==> src/rtl/clu_pmu_pkg.sv <==
package clu_pmu_pkg;

    localparam int         CNT_W      = 32;
    localparam int         CYC_W      = 64;
    localparam int         EVT_CODES  = 64;
    localparam int         CODE_W     = $clog2(EVT_CODES);
    localparam int         CYC_SLOT   = 31;

    localparam logic [7:0] CODE_TICK  = 8'h11;
    localparam logic [7:0] CODE_LINK  = 8'h1e;

    localparam logic [7:0] OFS_CTRL   = 8'h00;
    localparam logic [7:0] OFS_EN     = 8'h01;
    localparam logic [7:0] OFS_IE     = 8'h02;
    localparam logic [7:0] OFS_OVF    = 8'h03;
    localparam logic [7:0] OFS_EIDLO  = 8'h04;
    localparam logic [7:0] OFS_EIDHI  = 8'h05;
    localparam logic [7:0] OFS_CYCLO  = 8'h06;
    localparam logic [7:0] OFS_CYCHI  = 8'h07;
    localparam logic [2:0] PAGE_VALUE = 3'b010;
    localparam logic [2:0] PAGE_TYPE  = 3'b011;

    typedef enum logic [1:0] {
        SRC_OFF,
        SRC_TICK,
        SRC_PIN,
        SRC_LINK
    } src_kind_e;

    typedef struct packed {
        logic ctrl;
        logic en;
        logic ie;
        logic ovf_rd;
        logic cyc_lo;
        logic cyc_hi;
    } port_strobe_t;

endpackage

==> src/rtl/clu_pmu_evcnt.sv <==
module clu_pmu_evcnt
    import clu_pmu_pkg::*;
#(
    parameter int                    IDX       = 0,
    parameter logic [EVT_CODES-1:0]  CODE_MASK = '0
)(
    input  logic                 clk_i,
    input  logic                 rst_ni,
    input  logic                 count_en_i,
    input  logic                 clr_i,
    input  logic                 val_we_i,
    input  logic [CNT_W-1:0]     val_wdata_i,
    input  logic                 type_we_i,
    input  logic [7:0]           type_wdata_i,
    input  logic [EVT_CODES-1:0] evt_i,
    input  logic                 link_i,
    output logic [CNT_W-1:0]     value_o,
    output logic [7:0]           type_o,
    output logic                 wrap_o
);

    localparam bit ODD = (IDX % 2) == 1;

    logic [CNT_W-1:0] cnt_q;
    logic [7:0]       type_q;
    src_kind_e        kind;
    logic             hit;
    logic             inc;

    always_comb begin
        if (type_q == CODE_TICK) begin
            kind = SRC_TICK;
        end else if (type_q == CODE_LINK) begin
            kind = ODD ? SRC_LINK : SRC_OFF;
        end else if ((type_q < 8'(EVT_CODES)) && CODE_MASK[type_q[CODE_W-1:0]]) begin
            kind = SRC_PIN;
        end else begin
            kind = SRC_OFF;
        end
    end

    always_comb begin
        unique case (kind)
            SRC_TICK: hit = 1'b1;
            SRC_PIN:  hit = evt_i[type_q[CODE_W-1:0]];
            SRC_LINK: hit = link_i;
            default:  hit = 1'b0;
        endcase
    end

    assign inc    = count_en_i & hit & ~val_we_i & ~clr_i;
    assign wrap_o = inc & (&cnt_q);

    always_ff @(posedge clk_i or negedge rst_ni) begin
        if (!rst_ni) begin
            cnt_q  <= '0;
            type_q <= '0;
        end else begin
            if (clr_i) begin
                cnt_q <= '0;
            end else if (val_we_i) begin
                cnt_q <= val_wdata_i;
            end else if (inc) begin
                cnt_q <= cnt_q + 1'b1;
            end
            if (type_we_i) begin
                type_q <= type_wdata_i;
            end
        end
    end

    assign value_o = cnt_q;
    assign type_o  = type_q;

    AST_CNT_STEP: assert property (@(posedge clk_i) disable iff (!rst_ni)
        (!val_we_i && !clr_i) |=> (cnt_q == $past(cnt_q) || cnt_q == $past(cnt_q) + 1'b1));
    AST_CNT_IDLE: assert property (@(posedge clk_i) disable iff (!rst_ni)
        (!count_en_i && !val_we_i && !clr_i) |=> $stable(cnt_q));
    AST_WRAP_ZERO: assert property (@(posedge clk_i) disable iff (!rst_ni)
        wrap_o |=> (cnt_q == '0));
    AST_LINK_EVEN: assert property (@(posedge clk_i) disable iff (!rst_ni)
        (!ODD && type_q == CODE_LINK && !val_we_i && !clr_i) |=> $stable(cnt_q));
    AST_CNT_CLR: assert property (@(posedge clk_i) disable iff (!rst_ni)
        clr_i |=> (cnt_q == '0));

endmodule

==> src/rtl/clu_pmu_cyccnt.sv <==
module clu_pmu_cyccnt
    import clu_pmu_pkg::*;
(
    input  logic             clk_i,
    input  logic             rst_ni,
    input  logic             count_en_i,
    input  logic             clr_i,
    input  logic             lo_we_i,
    input  logic             hi_we_i,
    input  logic [CNT_W-1:0] wdata_i,
    output logic [CYC_W-1:0] value_o,
    output logic             wrap_o
);

    logic [CYC_W-1:0] cyc_q;
    logic             inc;

    assign inc    = count_en_i & ~clr_i & ~lo_we_i & ~hi_we_i;
    assign wrap_o = inc & (&cyc_q);

    always_ff @(posedge clk_i or negedge rst_ni) begin
        if (!rst_ni) begin
            cyc_q <= '0;
        end else if (clr_i) begin
            cyc_q <= '0;
        end else if (lo_we_i || hi_we_i) begin
            if (lo_we_i) cyc_q[CNT_W-1:0]     <= wdata_i;
            if (hi_we_i) cyc_q[CYC_W-1:CNT_W] <= wdata_i;
        end else if (inc) begin
            cyc_q <= cyc_q + 1'b1;
        end
    end

    assign value_o = cyc_q;

    AST_CYC_STEP: assert property (@(posedge clk_i) disable iff (!rst_ni)
        (!lo_we_i && !hi_we_i && !clr_i) |=> (cyc_q == $past(cyc_q) || cyc_q == $past(cyc_q) + 1'b1));
    AST_CYC_CLR: assert property (@(posedge clk_i) disable iff (!rst_ni)
        clr_i |=> (cyc_q == '0));
    AST_CYC_WRAP: assert property (@(posedge clk_i) disable iff (!rst_ni)
        wrap_o |=> (cyc_q == '0));

endmodule

==> src/rtl/clu_pmu_regport.sv <==
module clu_pmu_regport
    import clu_pmu_pkg::*;
#(
    parameter int                   NUM       = 6,
    parameter logic [7:0]           ID_CODE   = 8'h5A,
    parameter logic [7:0]           IMPL_CODE = 8'hC3,
    parameter logic [EVT_CODES-1:0] CODE_MASK = '0
)(
    input  logic                     clk_i,
    input  logic                     rst_ni,
    input  logic                     req_i,
    input  logic                     we_i,
    input  logic [7:0]               addr_i,
    input  logic                     run_i,
    input  logic [31:0]              en_i,
    input  logic [31:0]              ie_i,
    input  logic [31:0]              ovf_i,
    input  logic [CYC_W-1:0]         cyc_i,
    input  logic [NUM-1:0][CNT_W-1:0] cnt_i,
    input  logic [NUM-1:0][7:0]      type_i,
    output port_strobe_t             stb_o,
    output logic [NUM-1:0]           cnt_we_o,
    output logic [NUM-1:0]           type_we_o,
    output logic                     rvalid_o,
    output logic [31:0]              rdata_o
);

    logic        wr;
    logic        rd;
    logic [2:0]  page;
    logic [4:0]  slot;
    logic [31:0] rd_word;
    logic        rvalid_q;
    logic [31:0] rdata_q;

    assign wr   = req_i & we_i;
    assign rd   = req_i & ~we_i;
    assign page = addr_i[7:5];
    assign slot = addr_i[4:0];

    always_comb begin
        stb_o.ctrl   = wr && (addr_i == OFS_CTRL);
        stb_o.en     = wr && (addr_i == OFS_EN);
        stb_o.ie     = wr && (addr_i == OFS_IE);
        stb_o.ovf_rd = rd && (addr_i == OFS_OVF);
        stb_o.cyc_lo = wr && ((addr_i == OFS_CYCLO) ||
                              (page == PAGE_VALUE && slot == 5'(CYC_SLOT)));
        stb_o.cyc_hi = wr && (addr_i == OFS_CYCHI);
    end

    for (genvar g = 0; g < NUM; g++) begin : g_dec
        assign cnt_we_o[g]  = wr && (page == PAGE_VALUE) && (slot == 5'(g));
        assign type_we_o[g] = wr && (page == PAGE_TYPE)  && (slot == 5'(g));
    end

    always_comb begin
        rd_word = '0;
        case (addr_i)
            OFS_CTRL:  rd_word = {IMPL_CODE, ID_CODE, 5'(NUM), 10'd0, run_i};
            OFS_EN:    rd_word = en_i;
            OFS_IE:    rd_word = ie_i;
            OFS_OVF:   rd_word = ovf_i;
            OFS_EIDLO: rd_word = CODE_MASK[31:0];
            OFS_EIDHI: rd_word = CODE_MASK[63:32];
            OFS_CYCLO: rd_word = cyc_i[31:0];
            OFS_CYCHI: rd_word = cyc_i[63:32];
            default: begin
                if (page == PAGE_VALUE) begin
                    if (slot == 5'(CYC_SLOT)) begin
                        rd_word = cyc_i[31:0];
                    end else begin
                        for (int n = 0; n < NUM; n++) begin
                            if (slot == 5'(n)) rd_word = cnt_i[n];
                        end
                    end
                end else if (page == PAGE_TYPE) begin
                    if (slot == 5'(CYC_SLOT)) begin
                        rd_word = {24'd0, CODE_TICK};
                    end else begin
                        for (int n = 0; n < NUM; n++) begin
                            if (slot == 5'(n)) rd_word = {24'd0, type_i[n]};
                        end
                    end
                end
            end
        endcase
    end

    always_ff @(posedge clk_i or negedge rst_ni) begin
        if (!rst_ni) begin
            rvalid_q <= 1'b0;
            rdata_q  <= '0;
        end else begin
            rvalid_q <= rd;
            rdata_q  <= rd ? rd_word : '0;
        end
    end

    assign rvalid_o = rvalid_q;
    assign rdata_o  = rdata_q;

    AST_RVALID_ONE: assert property (@(posedge clk_i) disable iff (!rst_ni)
        rvalid_o |-> $past(req_i && !we_i));
    AST_RDATA_IDLE: assert property (@(posedge clk_i) disable iff (!rst_ni)
        !rvalid_o |-> (rdata_o == '0));

endmodule

==> src/rtl/clu_pmu.sv <==
module clu_pmu
    import clu_pmu_pkg::*;
#(
    parameter int                   NUM_EVT   = 6,
    parameter logic [7:0]           ID_CODE   = 8'h5A,
    parameter logic [7:0]           IMPL_CODE = 8'hC3,
    parameter logic [EVT_CODES-1:0] CODE_MASK = 64'h0000_1E00_6602_0000
)(
    input  logic                 clk_i,
    input  logic                 rst_ni,
    input  logic                 req_i,
    input  logic                 we_i,
    input  logic [7:0]           addr_i,
    input  logic [31:0]          wdata_i,
    input  logic [EVT_CODES-1:0] evt_i,
    output logic                 rvalid_o,
    output logic [31:0]          rdata_o,
    output logic                 irq_o
);

    localparam logic [31:0] LEGAL = ((32'd1 << NUM_EVT) - 32'd1) | (32'd1 << CYC_SLOT);

    port_strobe_t                 stb;
    logic [NUM_EVT-1:0]           cnt_we;
    logic [NUM_EVT-1:0]           type_we;
    logic [NUM_EVT-1:0][CNT_W-1:0] cnt_val;
    logic [NUM_EVT-1:0][7:0]      type_val;
    logic [NUM_EVT-1:0]           ev_wrap;
    logic [CYC_W-1:0]             cyc_val;
    logic                         cyc_wrap;
    logic [31:0]                  wrap_vec;
    logic                         clr_ev;
    logic                         clr_cyc;

    logic                         run_q;
    logic [31:0]                  en_q;
    logic [31:0]                  ie_q;
    logic [31:0]                  ovf_q;

    assign clr_ev  = stb.ctrl & wdata_i[1];
    assign clr_cyc = stb.ctrl & wdata_i[2];

    clu_pmu_regport #(
        .NUM       (NUM_EVT),
        .ID_CODE   (ID_CODE),
        .IMPL_CODE (IMPL_CODE),
        .CODE_MASK (CODE_MASK)
    ) u_port (
        .clk_i     (clk_i),
        .rst_ni    (rst_ni),
        .req_i     (req_i),
        .we_i      (we_i),
        .addr_i    (addr_i),
        .run_i     (run_q),
        .en_i      (en_q),
        .ie_i      (ie_q),
        .ovf_i     (ovf_q),
        .cyc_i     (cyc_val),
        .cnt_i     (cnt_val),
        .type_i    (type_val),
        .stb_o     (stb),
        .cnt_we_o  (cnt_we),
        .type_we_o (type_we),
        .rvalid_o  (rvalid_o),
        .rdata_o   (rdata_o)
    );

    for (genvar g = 0; g < NUM_EVT; g++) begin : g_evt
        logic link;
        if (g % 2 == 1) begin : g_odd
            assign link = ev_wrap[g-1];
        end else begin : g_even
            assign link = 1'b0;
        end

        clu_pmu_evcnt #(
            .IDX       (g),
            .CODE_MASK (CODE_MASK)
        ) u_cnt (
            .clk_i        (clk_i),
            .rst_ni       (rst_ni),
            .count_en_i   (run_q & en_q[g]),
            .clr_i        (clr_ev),
            .val_we_i     (cnt_we[g]),
            .val_wdata_i  (wdata_i),
            .type_we_i    (type_we[g]),
            .type_wdata_i (wdata_i[7:0]),
            .evt_i        (evt_i),
            .link_i       (link),
            .value_o      (cnt_val[g]),
            .type_o       (type_val[g]),
            .wrap_o       (ev_wrap[g])
        );
    end

    clu_pmu_cyccnt u_cyc (
        .clk_i      (clk_i),
        .rst_ni     (rst_ni),
        .count_en_i (run_q & en_q[CYC_SLOT]),
        .clr_i      (clr_cyc),
        .lo_we_i    (stb.cyc_lo),
        .hi_we_i    (stb.cyc_hi),
        .wdata_i    (wdata_i),
        .value_o    (cyc_val),
        .wrap_o     (cyc_wrap)
    );

    always_comb begin
        wrap_vec                = '0;
        wrap_vec[NUM_EVT-1:0]   = ev_wrap;
        wrap_vec[CYC_SLOT]      = cyc_wrap;
    end

    always_ff @(posedge clk_i or negedge rst_ni) begin
        if (!rst_ni) begin
            run_q <= 1'b0;
            en_q  <= '0;
            ie_q  <= '0;
            ovf_q <= '0;
        end else begin
            if (stb.ctrl) run_q <= wdata_i[0];
            if (stb.en)   en_q  <= wdata_i & LEGAL;
            if (stb.ie)   ie_q  <= wdata_i & LEGAL;
            ovf_q <= stb.ovf_rd ? wrap_vec : (ovf_q | wrap_vec);
        end
    end

    assign irq_o = |(ovf_q & ie_q);

    AST_OVF_KEEP: assert property (@(posedge clk_i) disable iff (!rst_ni)
        !stb.ovf_rd |=> ((ovf_q & $past(ovf_q)) == $past(ovf_q)));
    AST_OVF_CLEAR: assert property (@(posedge clk_i) disable iff (!rst_ni)
        stb.ovf_rd |=> ((ovf_q & ~$past(wrap_vec)) == '0));
    AST_MASK_LEGAL: assert property (@(posedge clk_i) disable iff (!rst_ni)
        ((en_q | ie_q | ovf_q) & ~LEGAL) == '0);
    AST_IRQ_QUIET: assert property (@(posedge clk_i) disable iff (!rst_ni)
        (ie_q == '0) |-> !irq_o);

endmodule

==> config.mk <==
export PLATFORM = sky130hd
export DESIGN_NAME = clu_pmu
export DESIGN_NICKNAME = d
export VERILOG_FILES = /design/src/rtl/clu_pmu_pkg.sv /design/src/rtl/clu_pmu_evcnt.sv /design/src/rtl/clu_pmu_cyccnt.sv /design/src/rtl/clu_pmu_regport.sv /design/src/rtl/clu_pmu.sv
export SDC_FILE = /design/constraint.sdc
export NUM_CORES = 1
export LEC_CHECK = 0
export BUFFER_PORTS_ARGS = -buffer_cell sky130_fd_sc_hd__clkbuf_2
export CORE_UTILIZATION = 25
export CTS_BUF_LIST = sky130_fd_sc_hd__clkbuf_2 sky130_fd_sc_hd__clkbuf_4 sky130_fd_sc_hd__clkbuf_8
export CTS_CLUSTER_SIZE = 30
export DETAILED_ROUTE_END_ITERATION = 6
export GPL_TIMING_DRIVEN = 0
export HOLD_SLACK_MARGIN = 0.03
export PLACE_DENSITY = 0.38
export SLEW_MARGIN = 20
export SYNTH_ARGS = -nofsm -noshare
export SYNTH_HDL_FRONTEND = slang
export SYNTH_SLANG_ARGS = --single-unit
==> constraint.sdc <==
create_clock -name clk_i -period 5.31 [get_ports clk_i]
set_input_delay 1.593 -clock clk_i [delete_from_list [all_inputs] [get_ports clk_i]]
set_output_delay 1.593 -clock clk_i [all_outputs]
set_load 0.01 [all_outputs]
# Word-level counts from Yosys, hierarchy flattened
# Memories as Yosys holds them, arrays and structs flattened.
# Cells that the tools add are included.
# word_totals
out_inout_bits,34
elab_cells,273
rom_bits,384
memories,6
regBits,384
input_bits,108
# mem_list
memory,depth,word_bits,read_ports,rd_clocked_by_memory_dff,wr,line,source
(no name shown),64,1,1,0,0,clu_pmu_evcnt.sv:35,end else if ((type_q < 8'(EVT_CODES)) && CODE_MASK[type_q[CODE_W-1:0]]) begin
(no name shown),64,1,1,0,0,clu_pmu_evcnt.sv:35,
(no name shown),64,1,1,0,0,clu_pmu_evcnt.sv:35,
(no name shown),64,1,1,0,0,clu_pmu_evcnt.sv:35,
(no name shown),64,1,1,0,0,clu_pmu_evcnt.sv:35,
(no name shown),64,1,1,0,0,clu_pmu_evcnt.sv:35,
# op_classes
muxes,84
order_cmp,12
reduce_logical,48
bitwise,52
add_sub_neg,7
eq_ne,44
# op_table
op,n
$mux 32,32
$pmux 32 s8,1
$add 32x1->32 const B,6
$mux 64,3
$reduce_and 32->1,6
$eq 8x5->1 const B,12
$add 64x1->64 const B,1
$reduce_and 64->1,1
$lt 8x7->1 const B,6
$mux 8,6
$lt 6x7->1 const B,6
$and 1x1->1,39
$bmux 1 s6,6
$mux 2,18
$and 32x32->32,1
$eq 8x3->1 const B,4
$or 32x32->32,1
$reduce_or 32->1,1
$logic_and 1x1->1,27
$reduce_bool 3->1,7
$eq 2x2->1 const B,9
$eq 8x2->1 const B,2
$eq 2x1->1 const B,6
$mux 1,12
14 further kinds,34

# Depth between registers and ports, before layout
# depth
word_depth,19
depth_mapped,13
ltp_nobuf,10

# Hierarchy
# From an unflattened synthesis, not the netlist that was laid out.
# unflattened
cells_unflattened,3353
area_unflattened_um2,28926.5
# modules_own_cells
mod,cells_each,seq_area_each_um2,n_inst,area_per_inst_um2
clu_pmu_evcnt at g_evt[1].u_cnt ...,368,1001.0,2,3193.1
clu_pmu_evcnt at g_evt[2].u_cnt ...,308,1001.0,2,2915.3
clu_pmu_regport,709,825.8,1,5192.5
clu_pmu_cyccnt,597,1601.5,1,4682.0
clu_pmu_evcnt at g_evt[0].u_cnt,318,1001.0,1,2952.8
clu_pmu_evcnt at g_evt[5].u_cnt,316,1001.0,1,2940.3
clu_pmu,61,550.5,1,942.2

# Least setup slack after synthesis
# No wires, ideal clock.
# synth_path
path_type,input port to flip-flop
startpoint,input port addr_i[5]
endpoint,register g_evt[3].u_cnt.cnt_q[13]
required_ps,5173
setup_time_ps,137
n_path_buf,4
arrival_time_ps,3895
stages,12
slack_ps,1278
path_cell_list,buf_4 > or3b_1 > buf_2 > or4_1 > clkbuf_1 > nand3_1 > nor4_1 > a32oi_2 > buf_4 > nor3_1 > xnor2_1 > a21oi_1
# synth_via
elab_chain_len,12
word_cells_on_any_way,20
classes_between,1 x eq/ne; 3 x mux; 10 x bitwise; 6 x reduce/logical
# synth_rtl
element,line,source
from (decl),clu_pmu.sv:13,"input logic [7:0] addr_i,"
$eq 3x2->1,clu_pmu_regport.sv:52,assign cnt_we_o[g] = wr && (page == PAGE_VALUE) && (slot == 5'(g));
$logic_and 1x1->1 (2 in series),clu_pmu_regport.sv:52,
$not 1->1,clu_pmu_evcnt.sv:51,assign inc = count_en_i & hit & ~val_we_i & ~clr_i;
$and 1x1->1 (2 in series),clu_pmu_evcnt.sv:51,
$and 1x1->1,clu_pmu_evcnt.sv:52,assign wrap_o = inc & (&cnt_q);
$pmux 1 s3,clu_pmu_evcnt.sv:43,unique case (kind)
$and 1x1->1 (3 in series),clu_pmu_evcnt.sv:51,
$reduce_bool 3->1 (no line),n/a,
to (signal assigned),clu_pmu_evcnt.sv:62,cnt_q <= val_wdata_i;
to (signal assigned),clu_pmu_evcnt.sv:64,cnt_q <= cnt_q + 1'b1;
to (decl),clu_pmu_evcnt.sv:24,logic [CNT_W-1:0] cnt_q;
# Parallel ways exist; a longest one is shown, timed or not.
# A chain may end at the register's enable or synchronous reset.

# Worst setup path after layout
# layout_path
startpoint,input port addr_i[2]
endpoint,register u_port.rdata_q[8] (netlist: u_port.rdata_o[8])
# layout_via
elab_chain_len,11
word_cells_on_any_way,25
classes_between,13 x eq/ne; 10 x mux; 2 x reduce/logical
# layout_rtl
element,line,source
$logic_not 5->1,clu_pmu_regport.sv:73,if (slot == 5'(n)) rd_word = cnt_i[n];
$mux 32 (6 in series),clu_pmu_regport.sv:73,
$mux 32,clu_pmu_regport.sv:69,if (slot == 5'(CYC_SLOT)) begin
$mux 32,clu_pmu_regport.sv:68,if (page == PAGE_VALUE) begin
$pmux 32 s8 *,clu_pmu_regport.sv:58,case (addr_i)
$mux 32 *,clu_pmu_regport.sv:95,rdata_q <= rd ? rd_word : '0;
to (signal assigned),clu_pmu_regport.sv:95,
to (decl),clu_pmu_regport.sv:34,logic [31:0] rdata_q;
# Mark *: on every way between the ends. The rest lies on a longest branch, timed or not.

==> impl_results.md <==
- Status: finished with violations
- Failing checks: design-rule violations, negative setup slack
- Core Util, Final: between 20% and 30%
- CTS tree: yes
- Area added between synthesis and finish: 17.04%
- Clk_skew: roughly 44 ps
- Core ar.: around 97,000 µm²
- Period utilization: 101.6%
- Worst setup SP type: primary input
- Layout Nets: roughly 3,100
- Mapped Cells: roughly 2,800
- CTS Hold Bufs: 0
- F_max: between 0.15 and 0.2 GHz
- Final Hold Fails: 0
- Starting Density: 25.19%
- P per Cell Area: approximately 250 nW/µm²
- Netlist cell types: 88
- Worst skew pair latency: about 700 ps
- Reg clk slew, reported paths: ~60 ps
- Root Buffer: clkbuf_8
- Drt drc: 2
- Critical path class: in2reg
- Maximum VDD drop: 0.1484 mV
- Post-Synthesis Cell Area: roughly 24,000 µm²
- Initial antenna violation count: 15
- First-pass GRT wire length: 197,000 µm
- Max transition margin: between 20% and 30%
- Syn Nets: 2,903
- Post-DP HPWL: roughly 110,000 µm
- Die Span Y: ~310 µm
- Standard-cell rows: approximately 110
- Max Cap Viol: 0
- TritonCTS buffer count: 78
- Total global routing overflow: 0
- 1st-iter DRT viols: between 3,000 and 4,000
- Avg Inst Size Synth: ~8.8 µm²
- CTS Buffer Depth: 3
- Ys flop type: dfrtp_1
- Hold WS: 505.2 ps
- Die width: between 300 and 400 µm
- Share of layout cells above drive strength 1: around 16%
- Ys async rst share: 100.0%
- Filler Cells Inserted: between 10,000 and 15,000
- Commonest non-fill, non-tap cell in the layout: dfrtp_1
- Final min period: around 5400 ps
- Synth top area share: a little under two fifths
- H-tree levels: 3
- Post-CTS setup buffers: 0
- Dominant cells by area after synthesis: dfrtp_1, xnor2_1, o21ai_0
- Final Max Slew Viols: 0
- Synth warn: 0
- DR WL/cell: 33.04 µm
- DRT antenna net count: 0
- Crit-path max FO: 10
- Total die area: 98,540 µm²
- Post-synth EDFFs: 0
- Port bufs: between 100 and 150
- Worst EP arrival: ~6000 ps
- Vias: approximately 26,000
- Dominant cell type by area after synthesis: dfrtp_1
- Tot GR Track Use: ~28%
- Final Wtd Congestion: a little under 1
- Pre-CTS WS: -787.6 ps
- Final setup fails: 2
- Final WS setup: -85.19 ps
- Worst Tran Pin Value: ~1200 ps
- Unrepaired setup endpoints after global routing: false
- Vias in the first global route: around 24,000
- Leak: 10.60 nW
- Io pins: 142
- Avg Vias per Cell: 5.951
- Post-synthesis register bit count: 359
- Setup crit end kind: flop
- Multi-input logic area: 14,310 µm²
- Final WL: 142,500 µm
- Clk sinks: 359
- Largest net degree at the start of global routing: 82
- Post-synthesis sequential area ratio: approximately 37%
- WP data required: a little under 6000 ps
- Hold Crit Class: reg2reg
- 1st-pass router iterations: 7
- Register area: 8984 µm²
- Most frequent cells in the layout: dfrtp_1, nand2_1, o21ai_0
what timing repair did:
action	4_1_cts	5_1_grt
gates resized for setup	2	4
pin swaps	0	0
endpoints found under the setup margin	1	5
layer usage:
layer / track usage [%] / vias to the layer above / share of wire, % / wire length, µm
met4: 11.10 / 6 / 4.2 / 6014
li1: - / 10810 / - / -
met2: 42.93 / 1476 / 44 / 62600
met5: 0 / - / 0.024 / 34
met3: 4.202 / 258 / 7.9 / 11300
met1: 40.35 / 13120 / 44 / 62600
final timing paths:
check | start | end | slack [ps] | depth (start not counted)
hold reg to reg | ovf_q[0] | ovf_q[0] | 510 | 1
setup reg to reg | g_evt[0].u_cnt.type_o[2] | ovf_q[1] | 920 | 10
max in group asynchronous | rst_ni | g_evt[1].u_cnt.value_o[7] | 3080 | 3
setup / recovery | addr_i[2] | u_port.rdata_o[8] | -90 | 11
hold / removal | ovf_q[0] | ovf_q[0] | 510 | 1
min in group asynchronous | rst_ni | u_port.rdata_o[4] | 910 | 1
flip-flops by register name, summed over array words and instances (netlist names):
signal,cells
g_evt.u_cnt.value_o,192
ovf_q,7
u_cyc.value_o,64
ie_q,7
g_evt.u_cnt.type_o,48
u_port.rdata_o,32
u_port.rvalid_o,1
run_q,1
en_q,7
critical path: stages:
cell and delay, ps:
clkbuf_2 140, clkbuf_1 280, nor3_1 530, and2_1 210
clkbuf_1 610, clkbuf_1 590, clkdlybuf4s15_1 790, a22oi_1 400
a31oi_1 420, a21oi_1 70, nor2_1 300
layout make-up:
type | count | area share [%]
buffer | 211 | 3.129
antenna | 4 | 0.03516
tap | 1276 | 5.608
clock inverter | 17 | 0.5977
timing repair buffer | 125 | 2.584
clock buffer | 122 | 5.481
inverter | 57 | 0.7516
multi-input combinational | 2143 | 50.25
sequential | 359 | 31.56
cells by family (layout without fill, tap and decap cells):
family / Yosys count / in the layout / synth area share, %
compound gates: 835 / 835 / 22.01
xor+xnor: 176 / 176 / 6.338
fa+ha+maj: 25 / 25 / 1.286
buf+inv: 268 / 532 / 4.445
flops: 359 / 359 / 36.94
mux: 141 / 141 / 8.560
other cells: 0 / 4 / 0
simple gates: 966 / 966 / 20.43
power by group:
part | switching [W] | leakage [nW] | internal, W | total, W
Combinational | 0.000436 | 4.96 | 0.000208 | 0.000645
Clock | 0.00150 | 0.923 | 0.00201 | 0.00351
Sequential | 0.000153 | 4.72 | 0.00282 | 0.00297
Total | 0.00209 | 10.6 | 0.00504 | 0.00712
cell usage after synthesis (22+ instances only):
library cell and n:
a211oi_1 45, mux2_2 73, ha_1 25, nor4_1 44, a31oi_1 28, nor2_1 163
a21oi_1 213, nand2_1 267, dfrtp_1 359, nand4_1 59, nand3_1 133, clkbuf_1 160
xor2_1 23, nor3_1 105, xnor2_1 153, o21ai_0 265, inv_1 57, mux4_2 42
a22oi_1 91, a222oi_1 35, mux2i_1 22, and3_1 54
through the flow:
| stage | power [W] | setup TNS (ps) | std cells | instance area, µm² |
|---|---|---|---|---|
| after floorplan | 0.003230 | 0 | 2770 | 24320 |
| after global placement | 0.003634 | -2371180 | 4162 | 26500 |
| after detailed placement | 0.003648 | -41960 | 4171 | 26690 |
| after CTS | 0.007172 | 0 | 4310 | 28430 |
| after global routing | 0.007321 | 0 | 4312 | 28460 |
| final | 0.007121 | -87.78 | 4314 | 28470 |
Power figures use the tool's default switching activity.
